--- src/rtl/branch_stall_ctrl.sv ---
module branch_stall_ctrl #(
  parameter int PC_W = 32,
  parameter logic [PC_W-1:0] RESET_PC = 'h100,
  parameter int STEP = 4
) (
  input  logic            clk,
  input  logic            rst_n,
  input  logic            id_is_branch,
  input  logic            ex_resolved,
  input  logic            ex_taken,
  input  logic [PC_W-1:0] br_target,
  output logic [PC_W-1:0] fetch_pc,
  output logic            pc_we,
  output logic            pc_sel,
  output logic            ifid_hold,
  output logic            ifid_flush,
  output logic            idex_bubble
);
  localparam logic [PC_W-1:0] STEP_V = PC_W'(STEP);

  logic br_in_ex;
  logic slot_squashed;
  logic redirect;
  logic id_branch_ok;

  assign redirect     = br_in_ex & ex_resolved & ex_taken;
  assign id_branch_ok = id_is_branch & ~br_in_ex & ~slot_squashed;

  assign ifid_hold   = br_in_ex & ~redirect;
  assign ifid_flush  = redirect;
  assign idex_bubble = br_in_ex | slot_squashed;
  assign pc_sel      = redirect;
  assign pc_we       = ~ifid_hold;

  always_ff @(posedge clk or negedge rst_n) begin
    if (!rst_n) begin
      br_in_ex      <= 1'b0;
      slot_squashed <= 1'b0;
      fetch_pc      <= RESET_PC;
    end else begin
      br_in_ex      <= br_in_ex ? ~ex_resolved : id_branch_ok;
      slot_squashed <= redirect;
      if (pc_we)
        fetch_pc <= pc_sel ? br_target : fetch_pc + STEP_V;
    end
  end
endmodule

--- config.mk ---
export PLATFORM = sky130hd
export DESIGN_NAME = branch_stall_ctrl
export DESIGN_NICKNAME = d
export VERILOG_FILES = /design/src/rtl/branch_stall_ctrl.sv
export SDC_FILE = /design/constraint.sdc
export NUM_CORES = 1
export LEC_CHECK = 0
export BUFFER_PORTS_ARGS = -buffer_cell sky130_fd_sc_hd__buf_2
export CORE_UTILIZATION = 49
export DETAILED_ROUTE_END_ITERATION = 7
export GPL_TIMING_DRIVEN = 0
export PLACE_DENSITY = 0.77
export SLEW_MARGIN = 25
export SYNTH_ARGS = -nofsm -noshare
export SYNTH_HDL_FRONTEND = slang
export SYNTH_SLANG_ARGS = --single-unit
--- constraint.sdc ---
create_clock -name clk -period 2.4 [get_ports clk]
set_clock_uncertainty 0.1 [all_clocks]
set_input_delay 0.12 -clock clk [delete_from_list [all_inputs] [get_ports clk]]
set_output_delay 0.12 -clock clk [all_outputs]
set_load 0.02 [all_outputs]
# ---- Word-level counts from Yosys, hierarchy flattened
# Index checks and enable logic that the tools add are counted.
# Widths: inputs -> output; s select.
dict set report op_classes {
  n_bitwise 11
  mux 2
  add_sub_neg 1
}
# operator count
set ops {}
lappend ops {{$add 32x3->32 const B} 1}
lappend ops {{$mux 32} 1}
lappend ops {{$and 1x1->1} 5}
lappend ops {{$not 1->1} 5}
lappend ops {{$mux 1} 1}
lappend ops {{$or 1x1->1} 1}
dict set report word_totals {
  wordCells 17
  out_inout_bits 37
  in_bits 37
  ff_bits 34
}

# ---- Longest topological paths before layout
# Gate-level depths: netlist (run 1).
dict set report depth {
  depth_word 5
  depth_mapped 8
}

# ---- Worst setup path before layout (run 1)
# OpenSTA, ideal clock, no wires.
dict set report synth_timing {
  path_kind {flip-flop to flip-flop}
  startpoint {register fetch_pc[16]}
  endpoint {register fetch_pc[27]}
  path_slack_ps 437
  setup_time_ps 77
  arrival_time_ps 1786
  period_less_slack_ps 1963
  n_path_buf 1
  path_stages_with_launch 7
  path_cell_list {dfrtp_1 buf_2 nand4_1 nor4_4 nand3_2 or4_1 a21oi_1}
}
dict set report synth_via {
  elab_chain_len 2
}
# element line_no
set synth_lines {}
lappend synth_lines {{start: declaration} 12} ;# output logic [PC_W-1:0] fetch_pc,
lappend synth_lines {{start signal: assignment} 44} ;# fetch_pc <= pc_sel ? br_target : fetch_pc + STEP_V;
lappend synth_lines {{$add 32x3->32} 44}
lappend synth_lines {{$mux 32} 44}
# No other way between the ends.
# A chain may end at the register's enable or synchronous reset.

# ---- Worst setup path in the final report (run 1)
dict set report layout_timing {
  startpoint {register br_in_ex}
  endpoint {output port pc_sel}
}
dict set report layout_via {
  elab_chain_len 2
}
# element line_no
set layout_lines {}
lappend layout_lines {{start: declaration} 21} ;# logic br_in_ex;
lappend layout_lines {{start signal: assignment} 41} ;# br_in_ex <= br_in_ex ? ~ex_resolved : id_branch_ok;
lappend layout_lines {{$and 1x1->1 (2 in series)} 26} ;# assign redirect = br_in_ex & ex_resolved & ex_taken;
lappend layout_lines {{end: declaration} 14} ;# output logic pc_sel,
# No other way between the ends.

==> results of run 1 <==
## state kept, by name, summed over array words and instances, names as in the netlist
signal,flops
br_in_ex,1
slot_squashed,1
fetch_pc,32
## kinds of logic (layout without fill, tap and decap cells)
group,count (synthesis),in the layout,synth area share
flip-flops,34,34,0.422
XOR/XNOR,2,2,0.00868
AO/OA/AOI/OAI,57,57,0.196
adder cells (fa/ha/maj),1,1,0.00620
buffers and inverters,19,115,0.0397
multiplexers,8,8,0.0397
AND/OR/NAND/NOR,110,110,0.288
## final cells by class
type / count / area [um^2]
flip-flops and latches: 34 / 852
well taps: 48 / 60.1
plain buffers: 9 / 41.3
inverters: 8 / 33.8
fillers: 342 / 1100
repair buffers: 90 / 536
multi-input cells: 178 / 1090
clock buffers: 8 / 90.1
## synthesized netlist by cell type, types with 2 or more instances
cell type / instances / share of area
dfrtp_1: 33 / 0.41
nand2_1: 29 / 0.054
nor2_1: 27 / 0.050
a21oi_1: 15 / 0.037
nand3_1: 13 / 0.032
nand4_1: 13 / 0.040
mux2i_1: 8 / 0.040
o21ai_0: 7 / 0.017
clkbuf_1: 6 / 0.011
nor3_1: 6 / 0.015
a211oi_1: 5 / 0.019
a311oi_1: 5 / 0.022
inv_1: 5 / 0.0093
a22oi_1: 4 / 0.015
buf_2: 4 / 0.0099
o22ai_1: 4 / 0.012
and3_1: 3 / 0.0093
o221a_2: 3 / 0.017
and2_1: 2 / 0.0062
inv_2: 2 / 0.0037
nand3_2: 2 / 0.0099
nor2b_1: 2 / 0.0062
nor4_1: 2 / 0.0062
nor4_2: 2 / 0.012
o211ai_1: 2 / 0.0074
o21a_1: 2 / 0.0074
or4_1: 2 / 0.0074
xor2_1: 2 / 0.0087
## critical path: stages, from the launching register on
cell,delay [ns]
dfrtp_1,0.53
nand2_1,0.16
buf_2,0.23
nand2_1,0.12
inv_2,0.36
buf_4,0.18
buf_2,0.15
## path summary, 6_finish.rpt
path / from / end / slack (ns) / depth (start not counted)
min in group asynchronous: rst_n / fetch_pc[14]$_DFFE_PN0N_ / 0.34 / 2
max in group asynchronous: rst_n / fetch_pc[26]$_DFFE_PN0N_ / 1.37 / 2
worst max register to register: br_in_ex$_DFF_PN0_ / br_in_ex$_DFF_PN0_ / 0.18 / 5
worst max-delay path: br_in_ex$_DFF_PN0_ / pc_sel / 0.16 / 6
worst min register to register: fetch_pc[0]$_DFFE_PN0P_ / fetch_pc[0]$_DFFE_PN0P_ / 0.37 / 2
worst min-delay path: br_target[11] / fetch_pc[11]$_DFFE_PN0N_ / 0.007 / 3
## what timing repair did
| item | in CTS | in global routing |
|---|---|---|
| gates resized for setup | 0 | 1 |
| setup buffers | 0 | 0 |
| setup endpoints to repair | 1 | 2 |
| hold buffers | 17 | 0 |
| hold endpoints to repair | 48 | 0 |
## layer usage
layer / track usage / wire (um)
met4: 0.112 / 85
met2: 0.472 / 2760
met5: 0 / 0
met3: 0.0586 / 440
met1: 0.393 / 2510
## per-stage QoR
stage | util | setup slack [ns] | power (mW)
detailed placement | 0.643 | 0.253 | 3.17
finish | 0.710 | 0.155 | 3.64
CTS | 0.710 | 0.0135 | 3.64
floorplan | - | 0.437 | 2.51
global placement | 0.643 | 0.301 | 3.13
global route | 0.710 | 0.0219 | 3.93
## report_power, final
group,switching (mW),total (mW),internal (mW)
combinational,1.25,1.96,0.706
clock,0.203,0.437,0.234
sequential,0.391,1.25,0.858
==> flow_metrics.tcl, run 1 <==
set metrics [dict create \
    path_max_fanout 21 \
    p_per_area_nw_per_um2 1350 \
    clkTransAtPathRegs_ns 0.07 \
    endpoint_kind "output pin" \
    final_common_cell "buf_2" \
    synth_area_um2 2020 \
    clock_latency_ns 0.29 \
    first_global_vias 2115 \
    start_util 0.531 \
    drc_errors 0 \
    rows 22 \
    drv_cap 0 \
    synth_edf_count 0 \
    path_class "flip-flop to output pin" \
    min_period_ns 2.24 \
    syn_nets 269 \
    cts.sinks 34 \
    ys_seq_area_frac 0.422 \
    vias 2190 \
    placed_area_um2 2440 \
    rsz0062_at_grt "false" \
    initialDrtViolationCount 119 \
    ys_ff_latch 34 \
    finalCritPeriodShare 0.935 \
    areaGrowthSynthToFinish_pct 33.7 \
    fmax_ghz 0.445 \
    grt_max_degree 35 \
    dieArea_um2 4380 \
    htreeDepth 2 \
    placed_cells 352 \
    p_leak_nw 1.24 \
    antenna_found_initial 0 \
    relSlewSlack 0.488 \
    holdWs_ns 0.00656 \
    grtUsageTotal 0.296 \
    port-buffer-count 73 \
    die_w_um 66.2 \
    gp_congestion 0.863 \
    synthCells 231 \
    worst_ep_required_time_ns 2.18 \
    routedWlPerCell_um 15.4 \
    hold_class "primary input to flip-flop" \
    routed_wl_um 5790 \
    cts_buffers 5 \
    synth_ff_type "dfrtp_1" \
    vias_per_cell 5.84 \
    grt.overflow.total 0 \
    drive_gt1_frac 0.303 \
    worstMarginPinSlew_ns 0.769 \
    final_antenna_net_count 0 \
    asyncSetResetFlopFracSynth 1.00 \
    syn_avg_cell_area_um2 8.74 \
    setup_viol 0 \
    grt_pass1_wl_um 9670 \
    setup_tns_ns 0 \
    layout.cells.non_filler 375 \
    core_area_um2 3800 \
    mostFrequentLayoutCells "buf_2 (76), dfrtp_1 (33), nand2_1 (29)" \
    synth_warnings 0 \
    cts_tree "built" \
    clk_path_buf_depth 2 \
    arrival_ns 2.02 \
    cts_root_buf "clkbuf_8" \
    final_area_um2 2700 \
    hpwlAfterDp_um 4050 \
    yosysUniqueCellTypes 49 \
    pin_count 74 \
    final_nets 364 \
    slew_violations 0 \
    ir_drop_v 0.000793 \
    n_antenna_cell 0 \
    firstDrtPassIters 5 \
    critPathLaunchType "flip-flop" \
    status "completed" \
    hold_viol_final 0 \
    fp.dieH_um 66.2 \
]
No activity file was read; power rests on OpenSTA's default activity.
==> run 2, diff against run 1 <==
--- a/config.mk
+++ b/config.mk
@@ -6,10 +6,11 @@
 export NUM_CORES = 1
 export LEC_CHECK = 0
 export BUFFER_PORTS_ARGS = -buffer_cell sky130_fd_sc_hd__buf_2
-export CORE_UTILIZATION = 49
+export CORE_UTILIZATION = 51
+export CTS_BUF_LIST = sky130_fd_sc_hd__clkbuf_2 sky130_fd_sc_hd__clkbuf_4 sky130_fd_sc_hd__clkbuf_8
 export DETAILED_ROUTE_END_ITERATION = 7
 export GPL_TIMING_DRIVEN = 0
-export PLACE_DENSITY = 0.77
+export PLACE_DENSITY_LB_ADDON = 0.25
 export SLEW_MARGIN = 25
 export SYNTH_ARGS = -nofsm -noshare
 export SYNTH_HDL_FRONTEND = slang
==> run 2 against run 1 <==
  * Clock-buffer cell count shrank 1
  * Sequential cell count unchanged
  * Combinational power is essentially flat
  * Via count rose by 1.8%
  * Critical endpoint unchanged
  * Critical path depth grew 3
  * Worst setup slack worse by 0.022 ns
  * Sequential share of layout area fell by 0.12 points
  * Clock power rose by 4%
  * Routed wire length increased by 5.1%
  * Highest routed layer unchanged
==> flow_metrics.tcl, run 2 (synthesized netlist as in run 1, its figures left out) <==
set metrics [dict create \
    status "completed" \
    hold_class "primary input to flip-flop" \
    placed_area_um2 2440 \
    grt.overflow.total 0 \
    fin_ws_ns 0.133 \
    arrival_ns 2.05 \
    path_class "primary input to output pin" \
    endpoint_kind "output pin" \
    drv_cap 0 \
    grt_use_met3 0.0634 \
    htreeDepth 2 \
    final_area_um2 2710 \
    dieArea_um2 4210 \
    vias 2229 \
    grtUsageTotal 0.315 \
    drc_errors 0 \
    final_common_cell "buf_2" \
    mostFrequentLayoutCells "buf_2 (76), dfrtp_1 (33), nand2_1 (29)" \
    rows 22 \
    min_path_cells 3 \
    ir_drop_v 0.000735 \
    min_period_ns 2.27 \
    pre_cts_ws_ns 0.309 \
    setup_viol 0 \
    combinationalPowerShare 0.538 \
    start_util 0.543 \
    clock_latency_ns 0.29 \
    first_global_vias 2186 \
    cts_tree "built" \
    max_stage_delay_ns 0.53 \
    path_cells "dlygate4sd3_1 > buf_2 > nand2_1 > nand2_1 > buf_2 > nand2_1 > inv_6 > buf_4 > buf_2" \
    worstMarginPinSlew_ns 0.773 \
    grt_util_met2 0.533 \
    slew_violations 0 \
    finalPower_mw 3.69 \
    routedWlPerCell_um 16.2 \
    critPathLaunchType "primary input" \
    firstDrtPassIters 5 \
    largest-register "fetch_pc" \
    cts_setup_buffers 0 \
    slowest_stage "dlygate4sd3_1" \
    p_per_area_nw_per_um2 1360 \
    n_antenna_cell 0 \
    switching_power_mw 1.88 \
    hpwlAfterDp_um 4150 \
    clk_path_buf_depth 2 \
    grt_util_met1 0.381 \
    power.share.clock 0.123 \
    holdWs_ns 0.0140 \
    worstRegToRegCells 5 \
    gp_congestion 0.861 \
    internal_power_mw 1.81 \
    final_antenna_net_count 0 \
    hold_viol_final 0 \
    initialDrtViolationCount 207 \
    cts.sinks 34 \
    grt_pass1_wl_um 10100 \
    largest_reg_flops 32 \
    clkTransAtPathRegs_ns 0.07 \
    final_nets 364 \
    finalCritPeriodShare 0.945 \
    p_sw_frac 0.509 \
    fmax_ghz 0.441 \
    p_seq_frac 0.338 \
    core_area_um2 3720 \
    drive_gt1_frac 0.309 \
    vias_per_cell 5.94 \
    worst_ep_required_time_ns 2.18 \
    relSlewSlack 0.485 \
    pin_count 74 \
    port-buffer-count 73 \
    path_max_fanout 21 \
    setup_tns_ns 0 \
    die_w_um 64.9 \
    placed_cells 352 \
    routed_wl_um 6090 \
    areaGrowthSynthToFinish_pct 34.2 \
    layout.cells.non_filler 375 \
    fin_util 0.729 \
    rsz0062_at_grt "false" \
    fp.dieH_um 64.9 \
    grt.busiest_layer "met2" \
    cts_buffers 5 \
    antenna_found_initial 0 \
    p_leak_nw 1.24 \
    cts_root_buf "clkbuf_8" \
    largestRegisters "fetch_pc x32, br_in_ex x1, slot_squashed x1" \
    grt_max_degree 35 \
]
[run 2: final timing paths]
kind,slack (ns),start,end
worst max register to register,0.18,br_in_ex$_DFF_PN0_,br_in_ex$_DFF_PN0_
max in group asynchronous,1.36,rst_n,fetch_pc[1]$_DFFE_PN0P_
worst min register to register,0.38,fetch_pc[1]$_DFFE_PN0P_,fetch_pc[1]$_DFFE_PN0P_
min in group asynchronous,0.34,rst_n,fetch_pc[11]$_DFFE_PN0N_
worst max-delay path,0.13,ex_resolved,pc_sel
worst min-delay path,0.01,br_target[11],fetch_pc[11]$_DFFE_PN0N_
[run 2: critical path: cells and delay by family]
family	cells	cell delay (ns)
and+or+nand+nor	3	0.52
buffers and inverters	6	1.39
[run 2: power groups by stage]
stage	combinational, mW	sequential (mW)	clock, mW
2_1_floorplan	1.03	1.48	0
3_3_place_gp	1.91	1.20	0
3_5_place_dp	1.95	1.21	0
4_1_cts	1.98	1.20	0.461
5_1_grt	2.17	1.30	0.486
6_report	1.98	1.25	0.454
[run 2: routing by layer]
| metal | vias to the layer above | share of wire | wire length, um |
|---|---|---|---|
| met4 | 0 | 0.011 | 65 |
| met1 | 1048 | 0.42 | 2550 |
| li1 | 1057 | - | - |
| met3 | 8 | 0.079 | 482 |
| met2 | 116 | 0.49 | 2990 |
| met5 | - | 0 | 0 |
[run 2: area by class of cell]
class	instances	area (um^2)
Fill cell	299	1010
Sequential cell	34	852
Inverter	8	38.8
Timing Repair Buffer	90	536
Tap cell	48	60.1
Clock inverter	1	5.00
Multi-Input combinational cell	178	1090
Clock buffer	7	90.1
Buffer	9	41.3
[run 2: repair_timing]
item | 4_1_cts | 5_1_grt
pin swaps | 0 | 0
resized for setup | 0 | 4
hold buffers | 17 | 0
endpoints found under the setup margin | 1 | 3
hold endpoints to repair | 48 | 0
==> run 3, diff against run 2 <==
--- a/config.mk
+++ b/config.mk
@@ -11,6 +11,7 @@
 export DETAILED_ROUTE_END_ITERATION = 7
 export GPL_TIMING_DRIVEN = 0
 export PLACE_DENSITY_LB_ADDON = 0.25
+export RECOVER_POWER = 100
 export SLEW_MARGIN = 25
 export SYNTH_ARGS = -nofsm -noshare
 export SYNTH_HDL_FRONTEND = slang
==> run 3 against run 2 <==
  * The run now ends with max-capacitance violations, max-slew violations left
  * Routed wire length is 0.30% lower
  * Cell area is 1.9% lower
  * Total power is 2.4% lower
  * Die area stayed put
  * Global-route usage stayed put
  * Utilization is 1.4 points lower
  * Clock power hardly changed
  * Combinational power is 5% lower
  * Via count hardly changed
==> flow_metrics.tcl, run 3 (synthesized netlist as in run 1, its figures left out) <==
set metrics [dict create \
    status "finished, violations left" \
    violations "max-capacitance violations, max-slew violations" \
    worst_ep_required_time_ns 2.52 \
    rsz0062_at_grt "false" \
    setup_tns_ns 0 \
    arrival_ns 2.42 \
    port-buffer-count 73 \
    largestRegisters "fetch_pc x32, br_in_ex x1, slot_squashed x1" \
    cts_buffers 5 \
    holdPathEnd "fetch_pc[11]$_DFFE_PN0N_" \
    grt_max_degree 35 \
    initialDrtViolationCount 181 \
    cts.sinks 34 \
    path_max_fanout 7 \
    setup_viol 0 \
    pin_count 74 \
    grt.overflow.total 0 \
    max_stage_delay_ns 0.60 \
    slowest_stage "nor4_2" \
    htreeDepth 2 \
    ir_drop_v 0.000718 \
    hold_class "primary input to flip-flop" \
    finalCritPeriodShare 0.958 \
    fin_ws_ns 0.101 \
    rows 22 \
    final_nets 364 \
    cts_setup_buffers 0 \
    final_antenna_net_count 0 \
    clk_path_buf_depth 2 \
    hpwlAfterDp_um 4150 \
    cts_root_buf "clkbuf_8" \
    vias 2230 \
    relSlewSlack -0.251 \
    cts_tree "built" \
    hp-start "br_target[11]" \
    routed_wl_um 6070 \
    drive_gt1_frac 0.199 \
    grtUsageTotal 0.315 \
    first_global_vias 2186 \
    gp_congestion 0.861 \
    die_w_um 64.9 \
    grt_pass1_wl_um 10100 \
    path_class "flip-flop to flip-flop" \
    slew_violations 35 \
    min_path_cells 3 \
    worstRegToRegCells 6 \
    r2r_start "fetch_pc[16]$_DFFE_PN0N_" \
    crit_start "fetch_pc[16]$_DFFE_PN0N_" \
    worstMarginPinSlew_ns 1.88 \
    fp.dieH_um 64.9 \
    dieArea_um2 4210 \
    n_antenna_cell 0 \
    routedWlPerCell_um 16.2 \
    areaGrowthSynthToFinish_pct 31.6 \
    fmax_ghz 0.435 \
    firstDrtPassIters 5 \
    drv_cap 1 \
    endpoint_kind "flip-flop" \
    r2r_setup_slack_ns 0.10 \
    hold_viol_final 0 \
    mostFrequentLayoutCells "buf_2 (40), clkbuf_1 (40), dfrtp_1 (33)" \
    core_area_um2 3720 \
    path_cells "buf_2 > nand4_1 > nor4_2 > nand3_2 > or4_1 > a21oi_1" \
    p_leak_nw 1.15 \
    p_per_area_nw_per_um2 1350 \
    largest_reg_flops 32 \
    clkTransAtPathRegs_ns 0.07 \
    largest-register "fetch_pc" \
    vias_per_cell 5.95 \
    start_util 0.543 \
    antenna_found_initial 0 \
    drc_errors 0 \
    pre_cts_ws_ns 0.309 \
    min_period_ns 2.30 \
    r2r_end "fetch_pc[27]$_DFFE_PN0N_" \
    clock_latency_ns 0.29 \
    critPathLaunchType "flip-flop" \
]
[run 3: changes by cell type in the layout (fill, tap and decap cells not counted)]
cell and change:
nor4_2 +1, o21ai_0 +1, inv_2 -1, nor4_4 -1, and2_0 +1, inv_1 +1
clkbuf_1 +35, buf_2 -36, clkbuf_2 +1, and2_1 -1, o21ai_1 -1
[run 3: through the flow]
step	util	instance area (um^2)	hold WS (ns)	total power [mW]	std cells
floorplan	-	2020	-0.276	2.51	231
detailed placement	0.658	2440	0.139	3.17	352
CTS	0.728	2700	0.00909	3.65	376
global route	0.715	2660	0.0207	3.87	375
finish	0.715	2660	0.0120	3.60	375
global placement	0.658	2440	0.133	3.11	352
[run 3: metal layers]
layer	vias to the layer above	part of all wire	wire, um	GRT usage
li1	1058	-	-	-
met1	1041	0.41	2500	0.381
met2	115	0.49	2950	0.533
met3	16	0.081	494	0.0634
met4	0	0.021	125	0.150
met5	-	0	0	0
[run 3: worst max path at each step]
stage | endpoint | slack, ns | cells past startpoint
after floorplan | fetch_pc[27]$_DFFE_PN0N_ | 0.44 | 6
after global placement | pc_sel | 0.31 | 8
after detailed placement | pc_sel | 0.31 | 8
after CTS | pc_sel | 0.02 | 9
after global routing | fetch_pc[21]$_DFFE_PN0N_ | 0.02 | 2
final | fetch_pc[27]$_DFFE_PN0N_ | 0.10 | 6
[run 3: layout make-up]
type | instances | area (um^2)
Sequential cell | 34 | 852
Timing Repair Buffer | 90 | 492
Inverter | 8 | 38.8
Clock buffer | 7 | 90.1
Fill cell | 326 | 1060
Buffer | 9 | 41.3
Tap cell | 48 | 60.1
Clock inverter | 1 | 5.00
Multi-Input combinational cell | 178 | 1080
[run 3: critical path, delay by kind of cell, from the launching register on]
kind | cells | cell delay [ns]
compound gates | 1 | 0.14
buf+inv | 1 | 0.18
flops | 1 | 0.35
simple gates | 4 | 1.46
[run 3: timing repair]
item,CTS,global route
setup endpoints to repair,1,3
hold buffers,17,0
resized for setup,0,4
hold endpoints to repair,48,0
[run 3: where the power goes]
group / total (mW) / switching, mW / internal [mW]
combinational: 1.89 / 1.26 / 0.630
clock: 0.455 / 0.212 / 0.243
sequential: 1.25 / 0.395 / 0.857
total: 3.60 / 1.87 / 1.73
